### src/rtl/hsm_pkg.sv
package hsm_pkg;
  typedef enum logic [1:0] {
    K_LEAF  = 2'd0,
    K_SEQ   = 2'd1,
    K_PAR   = 2'd2,
    K_FINAL = 2'd3
  } kind_e;
endpackage

### src/rtl/hsm_evq.sv
module hsm_evq #(
  parameter int DEPTH = 4,
  parameter int W     = 2
) (
  input  logic         clk,
  input  logic         rst,
  input  logic         in_valid,
  output logic         in_ready,
  input  logic [W-1:0] in_data,
  input  logic         pop,
  output logic [W-1:0] head,
  output logic         empty,
  output logic         full
);
  localparam int PW = (DEPTH > 1) ? $clog2(DEPTH) : 1;
  localparam int CW = $clog2(DEPTH + 1);

  logic [W-1:0]  mem [DEPTH];
  logic [PW-1:0] wp, rp;
  logic [CW-1:0] cnt;
  logic          do_push, do_pop;

  assign full     = (cnt == CW'(DEPTH));
  assign empty    = (cnt == '0);
  assign in_ready = ~full;
  assign do_push  = in_valid & ~full;
  assign do_pop   = pop & ~empty;
  assign head     = mem[rp];

  always_ff @(posedge clk) begin
    if (rst) begin
      wp  <= '0;
      rp  <= '0;
      cnt <= '0;
    end else begin
      if (do_push) begin
        mem[wp] <= in_data;
        wp <= (wp == PW'(DEPTH - 1)) ? '0 : wp + 1'b1;
      end
      if (do_pop) begin
        rp <= (rp == PW'(DEPTH - 1)) ? '0 : rp + 1'b1;
      end
      case ({do_push, do_pop})
        2'b10:   cnt <= cnt + 1'b1;
        2'b01:   cnt <= cnt - 1'b1;
        default: cnt <= cnt;
      endcase
    end
  end
endmodule

### src/rtl/hsm_select.sv
module hsm_select #(
  parameter int              NS    = 8,
  parameter int              NT    = 5,
  parameter int              NE    = 3,
  parameter int              SW    = 3,
  parameter int              EW    = 2,
  parameter logic [NT*SW-1:0] T_SRC  = '0,
  parameter logic [NT*NE-1:0] T_EV   = '0,
  parameter logic [NT*NT-1:0] T_CONF = '0
) (
  input  logic [NS-1:0] active,
  input  logic          go,
  input  logic          spont,
  input  logic [EW-1:0] ev_cur,
  output logic [NT-1:0] sel,
  output logic          any_sel
);
  logic [NT-1:0] cand;

  for (genvar i = 0; i < NT; i++) begin : g_cand
    localparam logic [NE-1:0] EVM = T_EV[i*NE +: NE];
    localparam int            SRC = int'(T_SRC[i*SW +: SW]);
    logic ev_hit;
    assign ev_hit  = (int'(ev_cur) < NE) ? EVM[ev_cur] : 1'b0;
    assign cand[i] = go & active[SRC] &
                     ((EVM == '0) ? spont : (~spont & ev_hit));
  end

  always_comb begin
    logic [NT-1:0] acc;
    acc = '0;
    for (int i = 0; i < NT; i++) begin
      logic [NT-1:0] lower;
      lower = '0;
      for (int j = 0; j < i; j++) lower[j] = 1'b1;
      if (cand[i] && ((T_CONF[i*NT +: NT] & lower & acc) == '0))
        acc[i] = 1'b1;
    end
    sel = acc;
  end

  assign any_sel = |sel;
endmodule

### src/rtl/hsm_config.sv
module hsm_config
  import hsm_pkg::*;
#(
  parameter int              NS       = 8,
  parameter int              NT       = 5,
  parameter int              SW       = 3,
  parameter logic [NT*NS-1:0] T_EXIT   = '0,
  parameter logic [NT*NS-1:0] T_TGT    = '0,
  parameter logic [NS*SW-1:0] S_PARENT = '0,
  parameter logic [NS*2-1:0]  S_KIND   = '0,
  parameter logic [NS*SW-1:0] S_DEF    = '0
) (
  input  logic [NS-1:0] active,
  input  logic [NT-1:0] sel,
  input  logic          boot,
  output logic [NS-1:0] exit_set,
  output logic [NS-1:0] entry_set,
  output logic [NS-1:0] next_active
);
  logic [NS-1:0] reached;

  always_comb begin
    logic [NS-1:0] ex;
    ex = '0;
    for (int i = 0; i < NT; i++)
      if (sel[i]) ex = ex | T_EXIT[i*NS +: NS];
    exit_set = ex & active;
  end

  always_comb begin
    logic [NS-1:0] up, occ, full;
    up = '0;
    for (int i = 0; i < NT; i++)
      if (sel[i]) up = up | T_TGT[i*NS +: NS];
    if (boot) up[0] = 1'b1;
    for (int s = NS - 1; s > 0; s--) begin
      int p;
      p = int'(S_PARENT[s*SW +: SW]);
      if (up[s]) up[p] = 1'b1;
    end
    occ = '0;
    for (int s = 1; s < NS; s++) begin
      int p;
      p = int'(S_PARENT[s*SW +: SW]);
      if ((active[s] && !exit_set[s]) || up[s]) occ[p] = 1'b1;
    end
    full = up;
    for (int s = 1; s < NS; s++) begin
      int    p;
      kind_e pk;
      p  = int'(S_PARENT[s*SW +: SW]);
      pk = kind_e'(S_KIND[p*2 +: 2]);
      if (full[p]) begin
        if (pk == K_PAR) full[s] = 1'b1;
        else if (pk == K_SEQ && int'(S_DEF[p*SW +: SW]) == s && !occ[p])
          full[s] = 1'b1;
      end
    end
    reached = full;
  end

  assign entry_set   = reached & (~active | exit_set);
  assign next_active = (active & ~exit_set) | entry_set;
endmodule

### src/rtl/hsm_step_engine.sv
module hsm_step_engine
  import hsm_pkg::*;
#(
  parameter int NS     = 8,
  parameter int NT     = 5,
  parameter int NE     = 3,
  parameter int QDEPTH = 4,
  parameter int SW     = (NS > 1) ? $clog2(NS) : 1,
  parameter int EW     = (NE > 1) ? $clog2(NE) : 1,
  parameter logic [NT*SW-1:0] T_SRC  = {3'd3, 3'd6, 3'd5, 3'd3, 3'd2},
  parameter logic [NT*NE-1:0] T_EV   = {3'b100, 3'b010, 3'b010, 3'b001, 3'b000},
  parameter logic [NT*NT-1:0] T_CONF = {5'b00000, 5'b00100, 5'b01000, 5'b00000, 5'b00000},
  parameter logic [NT*NS-1:0] T_EXIT = {8'h08, 8'h70, 8'h70, 8'h0E, 8'h04},
  parameter logic [NT*NS-1:0] T_TGT  = {8'h04, 8'h02, 8'h80, 8'h10, 8'h08},
  parameter logic [NS*SW-1:0] S_PARENT = {3'd0, 3'd4, 3'd4, 3'd0, 3'd1, 3'd1, 3'd0, 3'd0},
  parameter logic [NS*2-1:0]  S_KIND   = {2'd3, 2'd0, 2'd0, 2'd2, 2'd0, 2'd0, 2'd1, 2'd1},
  parameter logic [NS*SW-1:0] S_DEF    = {3'd0, 3'd0, 3'd0, 3'd0, 3'd0, 3'd0, 3'd2, 3'd1}
) (
  input  logic          clk,
  input  logic          rst,
  input  logic          en,
  input  logic          ev_valid,
  output logic          ev_ready,
  input  logic [EW-1:0] ev_id,
  output logic [NS-1:0] active_o,
  output logic [NS-1:0] exit_o,
  output logic [NS-1:0] entry_o,
  output logic [NT-1:0] sel_o,
  output logic          completed,
  output logic          error
);
  function automatic logic [NS-1:0] top_final_mask();
    logic [NS-1:0] m;
    m = '0;
    for (int s = 1; s < NS; s++)
      if (kind_e'(S_KIND[s*2 +: 2]) == K_FINAL && S_PARENT[s*SW +: SW] == '0)
        m[s] = 1'b1;
    return m;
  endfunction

  localparam logic [NS-1:0] TOP_FINAL = top_final_mask();

  logic [NS-1:0] active, next_active, exit_raw, entry_raw;
  logic [NT-1:0] sel;
  logic          spont, boot, err_q;
  logic          q_empty, q_full, stall, go, pop, any_sel;
  logic [EW-1:0] ev_cur;

  assign completed = |(active & TOP_FINAL);
  assign stall     = ~en | completed | (q_empty & ~spont);
  assign go        = ~stall;
  assign pop       = go & ~spont;

  hsm_evq #(.DEPTH(QDEPTH), .W(EW)) u_q (
    .clk(clk), .rst(rst),
    .in_valid(ev_valid), .in_ready(ev_ready), .in_data(ev_id),
    .pop(pop), .head(ev_cur), .empty(q_empty), .full(q_full)
  );

  hsm_select #(
    .NS(NS), .NT(NT), .NE(NE), .SW(SW), .EW(EW),
    .T_SRC(T_SRC), .T_EV(T_EV), .T_CONF(T_CONF)
  ) u_sel (
    .active(active), .go(go), .spont(spont), .ev_cur(ev_cur),
    .sel(sel), .any_sel(any_sel)
  );

  hsm_config #(
    .NS(NS), .NT(NT), .SW(SW),
    .T_EXIT(T_EXIT), .T_TGT(T_TGT),
    .S_PARENT(S_PARENT), .S_KIND(S_KIND), .S_DEF(S_DEF)
  ) u_cfg (
    .active(active), .sel(sel), .boot(boot & go),
    .exit_set(exit_raw), .entry_set(entry_raw), .next_active(next_active)
  );

  always_ff @(posedge clk) begin
    if (rst) begin
      active <= '0;
      spont  <= 1'b1;
      boot   <= 1'b1;
      err_q  <= 1'b0;
    end else begin
      err_q <= err_q | q_full;
      if (go) begin
        active <= next_active;
        boot   <= 1'b0;
        spont  <= spont ? (any_sel | boot) : 1'b1;
      end
    end
  end

  assign active_o = active;
  assign exit_o   = go ? exit_raw  : '0;
  assign entry_o  = go ? entry_raw : '0;
  assign sel_o    = sel;
  assign error    = err_q;
endmodule

### config.mk
export PLATFORM = sky130hd
export DESIGN_NAME = hsm_step_engine
export DESIGN_NICKNAME = d
export VERILOG_FILES = /design/src/rtl/hsm_pkg.sv /design/src/rtl/hsm_evq.sv /design/src/rtl/hsm_select.sv /design/src/rtl/hsm_config.sv /design/src/rtl/hsm_step_engine.sv
export SDC_FILE = /design/constraint.sdc
export NUM_CORES = 1
export LEC_CHECK = 0
export BUFFER_PORTS_ARGS = -buffer_cell sky130_fd_sc_hd__clkbuf_2
export CORE_MARGIN = 2
export CORE_UTILIZATION = 54
export DETAILED_ROUTE_END_ITERATION = 10
export PLACE_DENSITY = 0.77
export SLEW_MARGIN = 25
export SYNTH_ARGS = -nofsm -noshare
export SYNTH_HDL_FRONTEND = slang
export SYNTH_HIERARCHICAL = 1
export SYNTH_SLANG_ARGS = --single-unit
### constraint.sdc
create_clock -name clk -period 3.9 [get_ports clk]
set_input_delay 0.78 -clock clk [delete_from_list [all_inputs] [get_ports clk]]
set_output_delay 0.78 -clock clk [all_outputs]
set_load 0.05 [all_outputs]
After elaboration in Yosys (flattened, before gate mapping)
Memories as Yosys holds them, arrays and structs flattened. A register that Yosys moved wholly into a read port is not among the register bits.
Cells that the tools add are included.
W data, S select, Z words.
{"block": "classes", "n_addsub": 4, "n_mul": 0, "n_div": 0, "magnitude_cmp": 2, "eq_ne": 5, "shift": 0, "n_mux": 54, "n_bitwise": 33, "reduce_logical": 20}
{"cell": "$mux W1", "count": 34}
{"cell": "$mux W8", "count": 3}
{"cell": "$and A1 B1 Y1", "count": 17}
{"cell": "$and A8 B8 Y8", "count": 2}
{"cell": "$not A8 Y8", "count": 2}
{"cell": "$or A8 B8 Y8", "count": 2}
{"cell": "$mux W7", "count": 2}
{"cell": "$mux W4", "count": 3}
{"cell": "$mux W2", "count": 5}
{"cell": "$and A7 B8 Y8", "count": 1}
{"cell": "$bmux W1 S2", "count": 3}
{"cell": "$eq A2 B2 Y1 const B", "count": 3}
{"cell": "$logic_and A1 B1 Y1", "count": 6}
{"cell": "$mux W3", "count": 2}
{"cell": "$pmux W3 S2", "count": 1}
{"cell": "$logic_not A1 Y1", "count": 5}
{"cell": "$logic_not A5 Y1", "count": 1}
{"cell": "$logic_or A1 B1 Y1", "count": 5}
{"cell": "$mux W5", "count": 1}
{"cell": "$not A1 Y1", "count": 5}
{"cell": "$reduce_or A5 Y1", "count": 1}
{"cell": "$add A2 B1 Y2 const B", "count": 2}
{"cell": "$or A1 B1 Y1", "count": 4}
{"cell": "$add A3 B1 Y3 const B", "count": 1}
{"cell": "other kinds (7)", "count": 7}
{"block": "word_totals", "register_bits": 18, "latch_bits": 0, "ram_bits": 8, "rom_bits": 0, "inputBits": 6, "out_inout_bits": 32, "elab_cells": 126, "mem_count": 1}
{"memory": "u_q.mem", "depth": 4, "word_bits": 2, "read_ports": 1, "rd_ports_with_merged_regs": 1, "write_ports": 1, "line_no": "hsm_evq.sv:18", "source": "logic [W-1:0] mem [DEPTH];"}

Logic depth before layout (Yosys ltp)
Gate-level depths: netlist of the first run.
{"block": "logic_depth", "word_depth": 24, "depth_mapped": 11, "ltp_nobuf": 10}

Modules after synthesis
The synthesis of the first run kept the hierarchy.
{"mod": "hsm_evq", "instances": 1, "cells_each": 63, "area_per_inst_um2": 785.8, "seq_area_each_um2": 420.4}
{"mod": "hsm_step_engine", "instances": 1, "cells_each": 68, "area_per_inst_um2": 604.3, "seq_area_each_um2": 220.2}
{"mod": "hsm_config", "instances": 1, "cells_each": 45, "area_per_inst_um2": 261.5, "seq_area_each_um2": 0.0}
{"mod": "hsm_select", "instances": 1, "cells_each": 12, "area_per_inst_um2": 95.1, "seq_area_each_um2": 0.0}

Least setup slack after synthesis of the first run
No wires, ideal clock.
{"block": "synth_timing", "kind": "input to output", "start": "input port en", "end": "output port entry_o[2]", "arrival_ps": 3395, "required_ps": 3120, "path_slack_ps": -275, "stages": 10, "n_path_buf": 2, "path_cell_list": "nand2b_4 > a21oi_4 > buf_2 > nand4bb_1 > nor2_1 > clkbuf_2 > nand2b_1 > a21oi_1 > a211oi_2 > and2_1"}
{"block": "synth_between", "elab_chain_len": 23, "word_cells_on_any_way": 65, "cone_classes": "33 x mux; 17 x bitwise; 15 x reduce/logical"}
{"element": "from (decl)", "line_no": "hsm_step_engine.sv:21", "source": "input logic en,"}
{"element": "$not A1 Y1 *", "line_no": "hsm_step_engine.sv:50", "source": "assign stall = ~en | completed | (q_empty & ~spont);"}
{"element": "$or A1 B1 Y1 * (2 in series)", "line_no": "hsm_step_engine.sv:50"}
{"element": "$not A1 Y1 *", "line_no": "hsm_step_engine.sv:51", "source": "assign go = ~stall;"}
{"element": "via go", "line_no": "hsm_step_engine.sv:46", "source": "logic q_empty, q_full, stall, go, pop, any_sel;"}
{"element": "$and A1 B1 Y1 * (2 in series)", "line_no": "hsm_select.sv:25", "source": "assign cand[i] = go & active[SRC] &"}
{"element": "$mux W1 *", "line_no": "hsm_select.sv:36", "source": "if (cand[i] && ((T_CONF[i*NT +: NT] & lower & acc) == '0))"}
{"element": "via sel_o[1]", "line_no": "hsm_step_engine.sv:28", "source": "output logic [NT-1:0] sel_o,"}
{"element": "$mux W4", "line_no": "hsm_config.sv:26", "source": "if (sel[i]) ex = ex | T_EXIT[i*NS +: NS];"}
{"element": "[... 5 more ...]"}
{"element": "$logic_and A1 B1 Y1", "line_no": "hsm_config.sv:45", "source": "if ((active[s] && !exit_set[s]) || up[s]) occ[p] = 1'b1;"}
{"element": "$logic_or A1 B1 Y1", "line_no": "hsm_config.sv:45"}
{"element": "$mux W1 (3 in series)", "line_no": "hsm_config.sv:45"}
{"element": "$mux W1", "line_no": "hsm_config.sv:55", "source": "else if (pk == K_SEQ && int'(S_DEF[p*SW +: SW]) == s && !occ[p])"}
{"element": "$mux W1 (2 in series)", "line_no": "hsm_config.sv:53", "source": "if (full[p]) begin"}
{"element": "$and A8 B8 Y8 *", "line_no": "hsm_config.sv:62", "source": "assign entry_set = reached & (~active | exit_set);"}
{"element": "via entry_raw[2]", "line_no": "hsm_step_engine.sv:43", "source": "logic [NS-1:0] active, next_active, exit_raw, entry_raw;"}
{"element": "$mux W8 *", "line_no": "hsm_step_engine.sv:95", "source": "assign entry_o = go ? entry_raw : '0;"}
{"element": "to (decl)", "line_no": "hsm_step_engine.sv:27", "source": "output logic [NS-1:0] entry_o,"}
The timed path passes the listed nets; every way through them passes the cells marked *.

==> results of run 1 <==
[synth_stat cells (2+ instances only)]
cell type | number | area share (%)
buf_2 | 2 | 0.57
ha_1 | 6 | 4.3
xor2_1 | 2 | 1.0
and2_1 | 17 | 6.1
edfxtp_1 | 8 | 14
o21ai_0 | 2 | 0.57
a21oi_1 | 8 | 2.3
or2_2 | 2 | 0.72
dfxtp_1 | 20 | 23
nor2_1 | 19 | 4.1
mux4_2 | 2 | 2.6
nor3b_1 | 5 | 2.1
nor3_1 | 5 | 1.4
nand3_1 | 2 | 0.57
nor2b_1 | 6 | 2.1
buf_4 | 3 | 1.3
mux2i_1 | 8 | 4.6
inv_1 | 13 | 2.8
a31oi_1 | 2 | 0.72
clkbuf_1 | 3 | 0.64
nand2_1 | 7 | 1.5
nand2b_1 | 16 | 5.7
[flip-flops by register name (all words and copies together), names as in the netlist, named ones only]
name and count:
u_q/rp 2, u_q/cnt 3, spont 1, boot 1
active_o 8, u_q/mem 8, error 1, u_q/wp 2
[metrics by stage]
| step | utilization, % | total power, mW | hold WS (ns) | setup slack, ns | std cells |
|---|---|---|---|---|---|
| floorplan | - | 0.441 | 0.443 | 0.00964 | 189 |
| global placement | 63.8 | 0.462 | 0.445 | 0.498 | 259 |
| detailed placement | 63.8 | 0.468 | 0.457 | 0.422 | 259 |
| CTS | 65.5 | 0.653 | 0.483 | 0.0545 | 263 |
| global route | 65.7 | 0.677 | 0.523 | 0.0227 | 263 |
| finish | 65.7 | 0.647 | 0.483 | 0.171 | 263 |
[final timing paths]
kind               startpoint                        to
min reg2reg  error$_SDFF_PP0_          error$_SDFF_PP0_
max                 flip-flop                entry_o[2]
min          error$_SDFF_PP0_          error$_SDFF_PP0_
max reg2reg         flip-flop  active_o[2]$_SDFFE_PP0N_
[cell families after synthesis]
| family | Yosys count | share of synthesized area, % |
|---|---|---|
| simple gates | 90 | 31.8 |
| compound gates | 24 | 10.4 |
| fa+ha+maj | 7 | 5.44 |
| xor+xnor | 2 | 1.00 |
| flops | 28 | 36.7 |
| other cells | 1 | 0.215 |
| mux | 11 | 7.81 |
| buf+inv | 25 | 6.66 |
[layer usage]
| metal | GRT usage [%] | part of all wire, % | wire length (um) |
|---|---|---|---|
| met1 | 22.2 | 44 | 1460 |
| met2 | 36.6 | 51 | 1690 |
| met3 | 2.99 | 4.7 | 156 |
| met4 | 6.52 | 1.1 | 36 |
| met5 | 0 | 0 | 0 |
[worst max-delay path: stages, from the launching register on]
cell	delay, ns
dfxtp_1	0.40
mux4_2	0.57
nand4bb_4	0.15
nor2_2	0.08
or4b_4	0.56
o31a_1	0.29
a211oi_2	0.15
and2_2	0.16
clkbuf_2	0.27
[power by group through the flow]
| stage | logic (mW) | registers (mW) | clock network [mW] |
|---|---|---|---|
| finish | 0.136 | 0.327 | 0.184 |
| global route | 0.149 | 0.328 | 0.200 |
| CTS | 0.136 | 0.326 | 0.191 |
| detailed placement | 0.135 | 0.333 | 0 |
| global placement | 0.131 | 0.331 | 0 |
| floorplan | 0.0985 | 0.342 | 0 |
[timing repair]
action / CTS / global route
hold endpoints to repair: 0 / 0
buffers inserted: 0 / 0
gates resized for setup: 0 / 1
setup endpoints to repair: 0 / 2
[area by class of cell]
| class | count | area, um2 |
|---|---|---|
| Multi-Input combinational cell | 136 | 1020 |
| Fill cell | 275 | 1050 |
| Timing Repair Buffer | 36 | 183 |
| Clock buffer | 3 | 22.5 |
| Inverter | 15 | 56.3 |
| Clock inverter | 1 | 30.0 |
| Tap cell | 44 | 55.1 |
| Sequential cell | 28 | 641 |
==> summary.md, run 1 <==
| Metric | Value |
|---|---|
| Status | `finished, final reports clean` |
| Area post-placement | `1950 um2` |
| GP Congestion | `0.921` |
| Setup slack, reg-to-reg | `1.16 ns` |
| Worst skew pair latency | `0.32 ns` |
| Clock Path Buffers | `2` |
| Crit path DAT | `2.95 ns` |
| Reg2Reg Depth | `8` |
| Share of layout cells above drive strength 1 | `27.4%` |
| Cell Pwr Density | `323 nW/um2` |
| Synth Cell Area | `1750 um2` |
| Congestion Overflow GR | `0` |
| Int Pwr | `465 uW` |
| Hold_buf cts | `0` |
| Antenna Nets Post-Route | `0` |
| Overall Global Routing Usage | `19.4%` |
| Worst Clk Skew | `0.00320 ns` |
| Final period utilization | `95.6%` |
| Worst hold stages | `2` |
| Core Region | `3050 um2` |
| Synth unique cells | `52` |
| Detailed Route WL | `3350 um` |
| Number of max-cap violations | `0` |
| CP required | `3.12 ns` |
| Number of synthesized register bits | `28` |
| Vias/cell | `5.33` |
| Leakage | `0.874 nW` |
| Number of flops mapped to enable cells by yosys | `8` |
| Sw Ratio | `28.2%` |
| CP Launch Type | `flip-flop` |
| Post-synthesis sequential area ratio | `36.7%` |
| IO Pins | `38` |
| Commonest non-fill, non-tap cell in the layout | `clkbuf_2` |
| Port bufs | `35` |
| Actual slew at the worst max-slew pin | `0.537 ns` |
| Sw power | `182 uW` |
| Htree depth | `1` |
| Nets@finish | `233` |
| DIE WIDTH | `60.9 um` |
| Crit Path Category | `flip-flop to output port` |
| Wire length per cell | `12.7 um` |
| Commonest cells after routing, fill and taps aside | `clkbuf_2, dfxtp_1, and2_1, nand2b_1, nor2_1` |
| Post-route design area | `2010 um2` |
| CTS clock-pin slew for the worst setup and hold paths | `0.14 ns` |
| Via count | `1403` |
| Power share of the combinational group | `21.0%` |
| DP Wirelength | `2590 um` |
| Starting Density | `57.2%` |
| Synth Instances | `188` |
| Fmax | `268 MHz` |
| Largest net degree at the start of global routing | `32` |
| Root Buffer | `clkbuf_4` |
| Diodes inserted | `0` |
| Reg power frac | `50.5%` |
| Setup TNS | `0 ns` |
| RSZ-0062 raised after global routing | `false` |
| Final Hold Viols | `0` |
| CTS tree | `done` |
| Yosys warning total | `6` |
| Die area | `3710 um2` |
| Mapped Avg Cell Area | `9.29 um2` |
| Kind of end point of the critical path | `output port` |
| First DRT Iteration DRCs | `66` |
| Crit path time final | `3.73 ns` |
| First-pass GRT wire length | `5400 um` |
| Synthesis-to-finish area growth | `14.8%` |
| Final Setup Violations | `0` |
| Num CTS Buffers | `3` |
| Number of cell rows | `20` |
| Worst Path Max Fanout | `6` |
| Drt first pass iters | `4` |
| Prevailing post-synth register cell | `dfxtp_1` |
| Async set-reset flop share out of synthesis | `0%` |
| Die Y-Extent | `60.9 um` |
| Vias in the first global route | `1245` |
| DR DRC count | `0` |
| Max VDD drop | `0.168 mV` |
| Initial antenna violation count | `0` |
| Max Slew Vio Count | `0` |
| Max-slew headroom | `64.1%` |
| CTS Sinks | `28` |
| Class of the worst hold path | `flip-flop to flip-flop` |
| Clock power frac | `28.5%` |
No activity file was read; power rests on OpenSTA's default activity.
==> inputs of run 2 (changes only) <==
--- a/config.mk
+++ b/config.mk
@@ -6,10 +6,12 @@
 export NUM_CORES = 1
 export LEC_CHECK = 0
 export BUFFER_PORTS_ARGS = -buffer_cell sky130_fd_sc_hd__clkbuf_2
+export CORE_ASPECT_RATIO = 0.5
 export CORE_MARGIN = 2
 export CORE_UTILIZATION = 54
 export DETAILED_ROUTE_END_ITERATION = 10
 export PLACE_DENSITY = 0.77
+export RECOVER_POWER = 25
 export SLEW_MARGIN = 25
 export SYNTH_ARGS = -nofsm -noshare
 export SYNTH_HDL_FRONTEND = slang
==> run 2 against run 1 <==
  * Hold slack lost 0.012 ns
  * Power grew 6.2%
  * Critical path depth is the same
  * Global-route usage shrank 1.1 points
  * Largest power group unchanged
  * Highest routed layer is now met3
==> summary.md, run 2 (synthesis gave the netlist of run 1 again) <==
| Metric | Value |
|---|---|
| Status | `finished, final reports clean` |
| Overall Power | `687 uW` |
| Commonest cells after routing, fill and taps aside | `clkbuf_2, dfxtp_1, and2_1, nand2b_1, nor2_1` |
| First DRT Iteration DRCs | `50` |
| Max-slew headroom | `62.9%` |
| Final period utilization | `93.8%` |
| Area post-placement | `1960 um2` |
| Kind of end point of the critical path | `output port` |
| Wire length per cell | `12.3 um` |
| Crit Path Category | `flip-flop to output port` |
| Crit path time final | `3.66 ns` |
| Via count | `1340` |
| Vias in the first global route | `1170` |
| Class of the worst hold path | `flip-flop to flip-flop` |
| CTS tree | `done` |
| Detailed Route WL | `3200 um` |
| Worst skew pair latency | `0.27 ns` |
| Root Buffer | `clkbuf_8` |
| Initial antenna violation count | `0` |
| First-pass GRT wire length | `5440 um` |
| Fmax | `273 MHz` |
| Worst Path Max Fanout | `6` |
| Core Region | `3050 um2` |
| Final Hold Viols | `0` |
| DP Wirelength | `2450 um` |
| Crit path DAT | `2.88 ns` |
| Filler Cell Count | `256` |
| Num CTS Buffers | `3` |
| DIE WIDTH | `84.4 um` |
| Largest net degree at the start of global routing | `32` |
| Synthesis-to-finish area growth | `15.2%` |
| Die area | `3730 um2` |
| Number of gates resized after cts | `0` |
| Post-route design area | `2010 um2` |
| CP Launch Type | `flip-flop` |
| Hold_buf cts | `0` |
| CP required | `3.12 ns` |
| CTS clock-pin slew for the worst setup and hold paths | `0.09 ns` |
| Die Y-Extent | `44.2 um` |
| Antenna Nets Post-Route | `0` |
| Leakage | `0.879 nW` |
| Commonest non-fill, non-tap cell in the layout | `clkbuf_2` |
| Number of cell rows | `14` |
| Multi-input gate area | `1000 um2` |
| Clock Path Buffers | `2` |
| Postcts setup bufs | `0` |
| Max Slew Vio Count | `0` |
| Setup TNS | `0 ns` |
| Actual slew at the worst max-slew pin | `0.553 ns` |
| GP Congestion | `0.800` |
| Congestion Overflow GR | `0` |
| Worst Clk Skew | `0.00274 ns` |
| Cell Pwr Density | `341 nW/um2` |
| Share of layout cells above drive strength 1 | `25.3%` |
| Overall Global Routing Usage | `18.3%` |
| Nets@finish | `235` |
| RSZ-0062 raised after global routing | `false` |
| Number of max-cap violations | `0` |
| CTS Sinks | `28` |
| Htree depth | `1` |
| Starting Density | `57.3%` |
| Final Setup Violations | `0` |
| Diodes inserted | `0` |
| Drt first pass iters | `4` |
| Max VDD drop | `0.158 mV` |
| Vias/cell | `5.13` |
| IO Pins | `38` |
| Register area | `641 um2` |
| DR DRC count | `0` |
| Port bufs | `35` |
## run 2: critical path, stage by stage (launching register included)
cell,delay (ns)
dfxtp_1,0.39
mux4_2,0.57
nand4bb_4,0.15
nor2_2,0.08
or4b_4,0.54
o31a_1,0.30
a211oi_2,0.15
and2_2,0.16
clkbuf_2,0.26
## run 2: through the flow
stage               hold slack (ns)  worst slack (ns)  instances  utilization, %
finish                        0.472             0.241        261            66.0
global route                  0.505             0.104        261            66.0
CTS                           0.476             0.216        261            66.6
detailed placement            0.456             0.433        257            64.2
global placement              0.444             0.490        257            64.2
floorplan                     0.443           0.00964        189               -
## run 2: worst paths after layout
check                               start                  endpoint  cells past startpoint  slack (ns)
setup / recovery                flip-flop                entry_o[2]                      8        0.24
hold / removal           error$_SDFF_PP0_          error$_SDFF_PP0_                      2        0.47
setup reg to reg  u_q/cnt[0]$_SDFFE_PP0P_  active_o[2]$_SDFFE_PP0N_                     11        1.18
hold reg to reg          error$_SDFF_PP0_          error$_SDFF_PP0_                      2        0.47
## run 2: cell type report
| class | count | area share, % |
|---|---|---|
| Clock buffer | 3 | 2.05 |
| Clock inverter | 1 | 1.49 |
| Inverter | 15 | 2.80 |
| Multi-Input combinational cell | 136 | 49.8 |
| Sequential cell | 28 | 31.8 |
| Tap cell | 40 | 2.49 |
| Timing Repair Buffer | 38 | 9.51 |
## run 2: metal layers
metal | GRT usage, % | vias to the layer above | share of wire, %
met1 | 25.4 | 610 | 49
met2 | 31.0 | 32 | 45
li1 | - | 698 | -
met3 | 4.85 | 0 | 6.1
met4 | 0.952 | 0 | 0
met5 | 0 | - | 0
## run 2: power by group
part / internal (mW) / switching (mW) / total [mW] / leakage [nW]
Clock: 0.137 / 0.0895 / 0.227 / 0.0357
Sequential: 0.312 / 0.0138 / 0.326 / 0.236
Combinational: 0.0492 / 0.0853 / 0.135 / 0.608
==> inputs of run 3 (changes only) <==
--- a/config.mk
+++ b/config.mk
@@ -7,13 +7,13 @@
 export LEC_CHECK = 0
 export BUFFER_PORTS_ARGS = -buffer_cell sky130_fd_sc_hd__clkbuf_2
 export CORE_ASPECT_RATIO = 0.5
-export CORE_MARGIN = 2
-export CORE_UTILIZATION = 54
+export CORE_UTILIZATION = 50
 export DETAILED_ROUTE_END_ITERATION = 10
-export PLACE_DENSITY = 0.77
+export PLACE_DENSITY = 0.72
 export RECOVER_POWER = 25
 export SLEW_MARGIN = 25
 export SYNTH_ARGS = -nofsm -noshare
 export SYNTH_HDL_FRONTEND = slang
 export SYNTH_HIERARCHICAL = 1
 export SYNTH_SLANG_ARGS = --single-unit
+export TNS_END_PERCENT = 20
==> run 3 against run 2 <==
  * Worst setup slack hardly changed
  * Global-route usage increased by 1.8 points
  * Cell count stayed put
  * Final area grew 0.19%
  * Largest cell class unchanged
  * Sequential power is essentially flat
  * Clock skew up 0.0018 ns
  * Sequential share of layout area down 0.059 points
  * First-iteration DRC count shrank 10%
  * Register-to-register slack is essentially flat
==> summary.md, run 3 (synthesis gave the netlist of run 1 again) <==
| Metric | Value |
|---|---|
| Worst Clk Skew | `0.00452 ns` |
| Metal2 WL | `1610 um` |
| Core Util, Final | `63.9%` |
| Diodes inserted | `0` |
| Cell Pwr Density | `343 nW/um2` |
| Max-slew headroom | `62.9%` |
| Actual slew at the worst max-slew pin | `0.555 ns` |
| Wire length per cell | `13.1 um` |
| Worst hold stages | `2` |
| CP Cell Sequence | `mux4_2, nand4bb_4, nor2_2, or4b_4, o31a_1, a211oi_2, and2_2, clkbuf_2` |
| Htree depth | `1` |
| Starting Density | `55.4%` |
| Clock Path Buffers | `2` |
| DR top layer | `met4` |
| Overall Power | `690 uW` |
| CP Launch Type | `flip-flop` |
| Vias in the first global route | `1229` |
| Die Y-Extent | `43.8 um` |
| Share of layout cells above drive strength 1 | `25.8%` |
| Num CTS Buffers | `3` |
| Critical path's slowest cell | `mux4_2` |
| DP Wirelength | `2490 um` |
| DR DRC count | `0` |
| WP depth | `8` |
| Core Region | `3150 um2` |
| DIE WIDTH | `85.6 um` |
| First DRT Iteration DRCs | `45` |
| Commonest non-fill, non-tap cell in the layout | `clkbuf_2` |
| Overall Global Routing Usage | `20.1%` |
| Hold_ws | `0.472 ns` |
| Via count | `1364` |
| Crit path DAT | `2.88 ns` |
| Leakage | `0.879 nW` |
| Post-route design area | `2020 um2` |
| Final Hold Viols | `0` |
| Largest net degree at the start of global routing | `32` |
| Postcts setup bufs | `0` |
| Port bufs | `35` |
| Area post-placement | `1960 um2` |
| Worst path max stage delay | `0.56 ns` |
| CTS clock-pin slew for the worst setup and hold paths | `0.10 ns` |
| Crit path time final | `3.66 ns` |
| RSZ-0062 raised after global routing | `false` |
| Kind of end point of the critical path | `output port` |
| WP buf/inv | `1` |
| First-pass GRT wire length | `5690 um` |
| Antenna Nets Post-Route | `0` |
| Synthesis-to-finish area growth | `15.4%` |
| Final period utilization | `93.8%` |
| CTS Sinks | `28` |
| Hold_buf cts | `0` |
| Reg2Reg Depth | `11` |
| Vias/cell | `5.23` |
| Initial antenna violation count | `0` |
| Worst Path Max Fanout | `6` |
| Class of the worst hold path | `flip-flop to flip-flop` |
| Fmax | `273 MHz` |
| CP required | `3.12 ns` |
| IO Pins | `38` |
| Die area | `3750 um2` |
| Max Slew Vio Count | `0` |
| Routed length on met3 | `155 um` |
| Drt first pass iters | `4` |
| Number of cell rows | `14` |
| GP Congestion | `0.806` |
| Met1 Routed Length | `1650 um` |
| Detailed Route WL | `3430 um` |
| Worst skew pair latency | `0.27 ns` |
| Final Setup Violations | `0` |
| CTS tree | `done` |
| Max VDD drop | `0.151 mV` |
| Commonest cells after routing, fill and taps aside | `clkbuf_2, dfxtp_1, and2_1, nand2b_1, nor2_1` |
| Nets@finish | `235` |
| Number of max-cap violations | `0` |
| CP delay by family, top | `simple AND/OR/NAND/NOR gates` |
| Setup TNS | `0 ns` |
| Congestion Overflow GR | `0` |
| Crit Path Category | `flip-flop to output port` |
| Number of gates resized after cts | `0` |
| Status | `finished, final reports clean` |
| Root Buffer | `clkbuf_8` |
## run 3: area by class of cell
class,count,area [um2]
clock buffers,3,41.3
multi-input cells,136,1010
repair buffers,38,191
fillers,268,1140
flip-flops and latches,28,641
clock inverters,1,30.0
inverters,15,56.3
well taps,40,50.0
## run 3: per-layer routing
| layer | vias up | track usage (%) |
|---|---|---|
| li1 | 699 | - |
| met1 | 626 | 25.0 |
| met2 | 35 | 36.0 |
| met3 | 4 | 4.76 |
| met4 | 0 | 5.00 |
| met5 | - | 0 |
## run 3: worst paths after layout
path                                 from                       end  slack (ns)
setup / recovery                flip-flop                entry_o[2]        0.24
hold / removal          boot$_SDFFE_PP1N_         boot$_SDFFE_PP1N_        0.47
setup reg to reg  u_q/cnt[0]$_SDFFE_PP0P_  active_o[2]$_SDFFE_PP0N_        1.19
hold reg to reg         boot$_SDFFE_PP1N_         boot$_SDFFE_PP1N_        0.47
## run 3: through the flow
| step | setup slack (ns) | std cells |
|---|---|---|
| floorplan | 0.00964 | 189 |
| global placement | 0.486 | 257 |
| detailed placement | 0.440 | 257 |
| CTS | 0.227 | 261 |
| global route | 0.107 | 261 |
| finish | 0.241 | 261 |
## run 3: tightest hold or removal path, stage by stage (launching register included)
cell and delay [ns]:
dfxtp_1 0.32, inv_1 0.05, o21bai_1 0.06
## run 3: power breakdown
group	leakage, nW	total [mW]	internal (mW)	switching [mW]
Clock	0.0357	0.228	0.137	0.0908
Combinational	0.608	0.136	0.0496	0.0868
Sequential	0.236	0.326	0.312	0.0141
Total	0.879	0.690	0.499	0.192
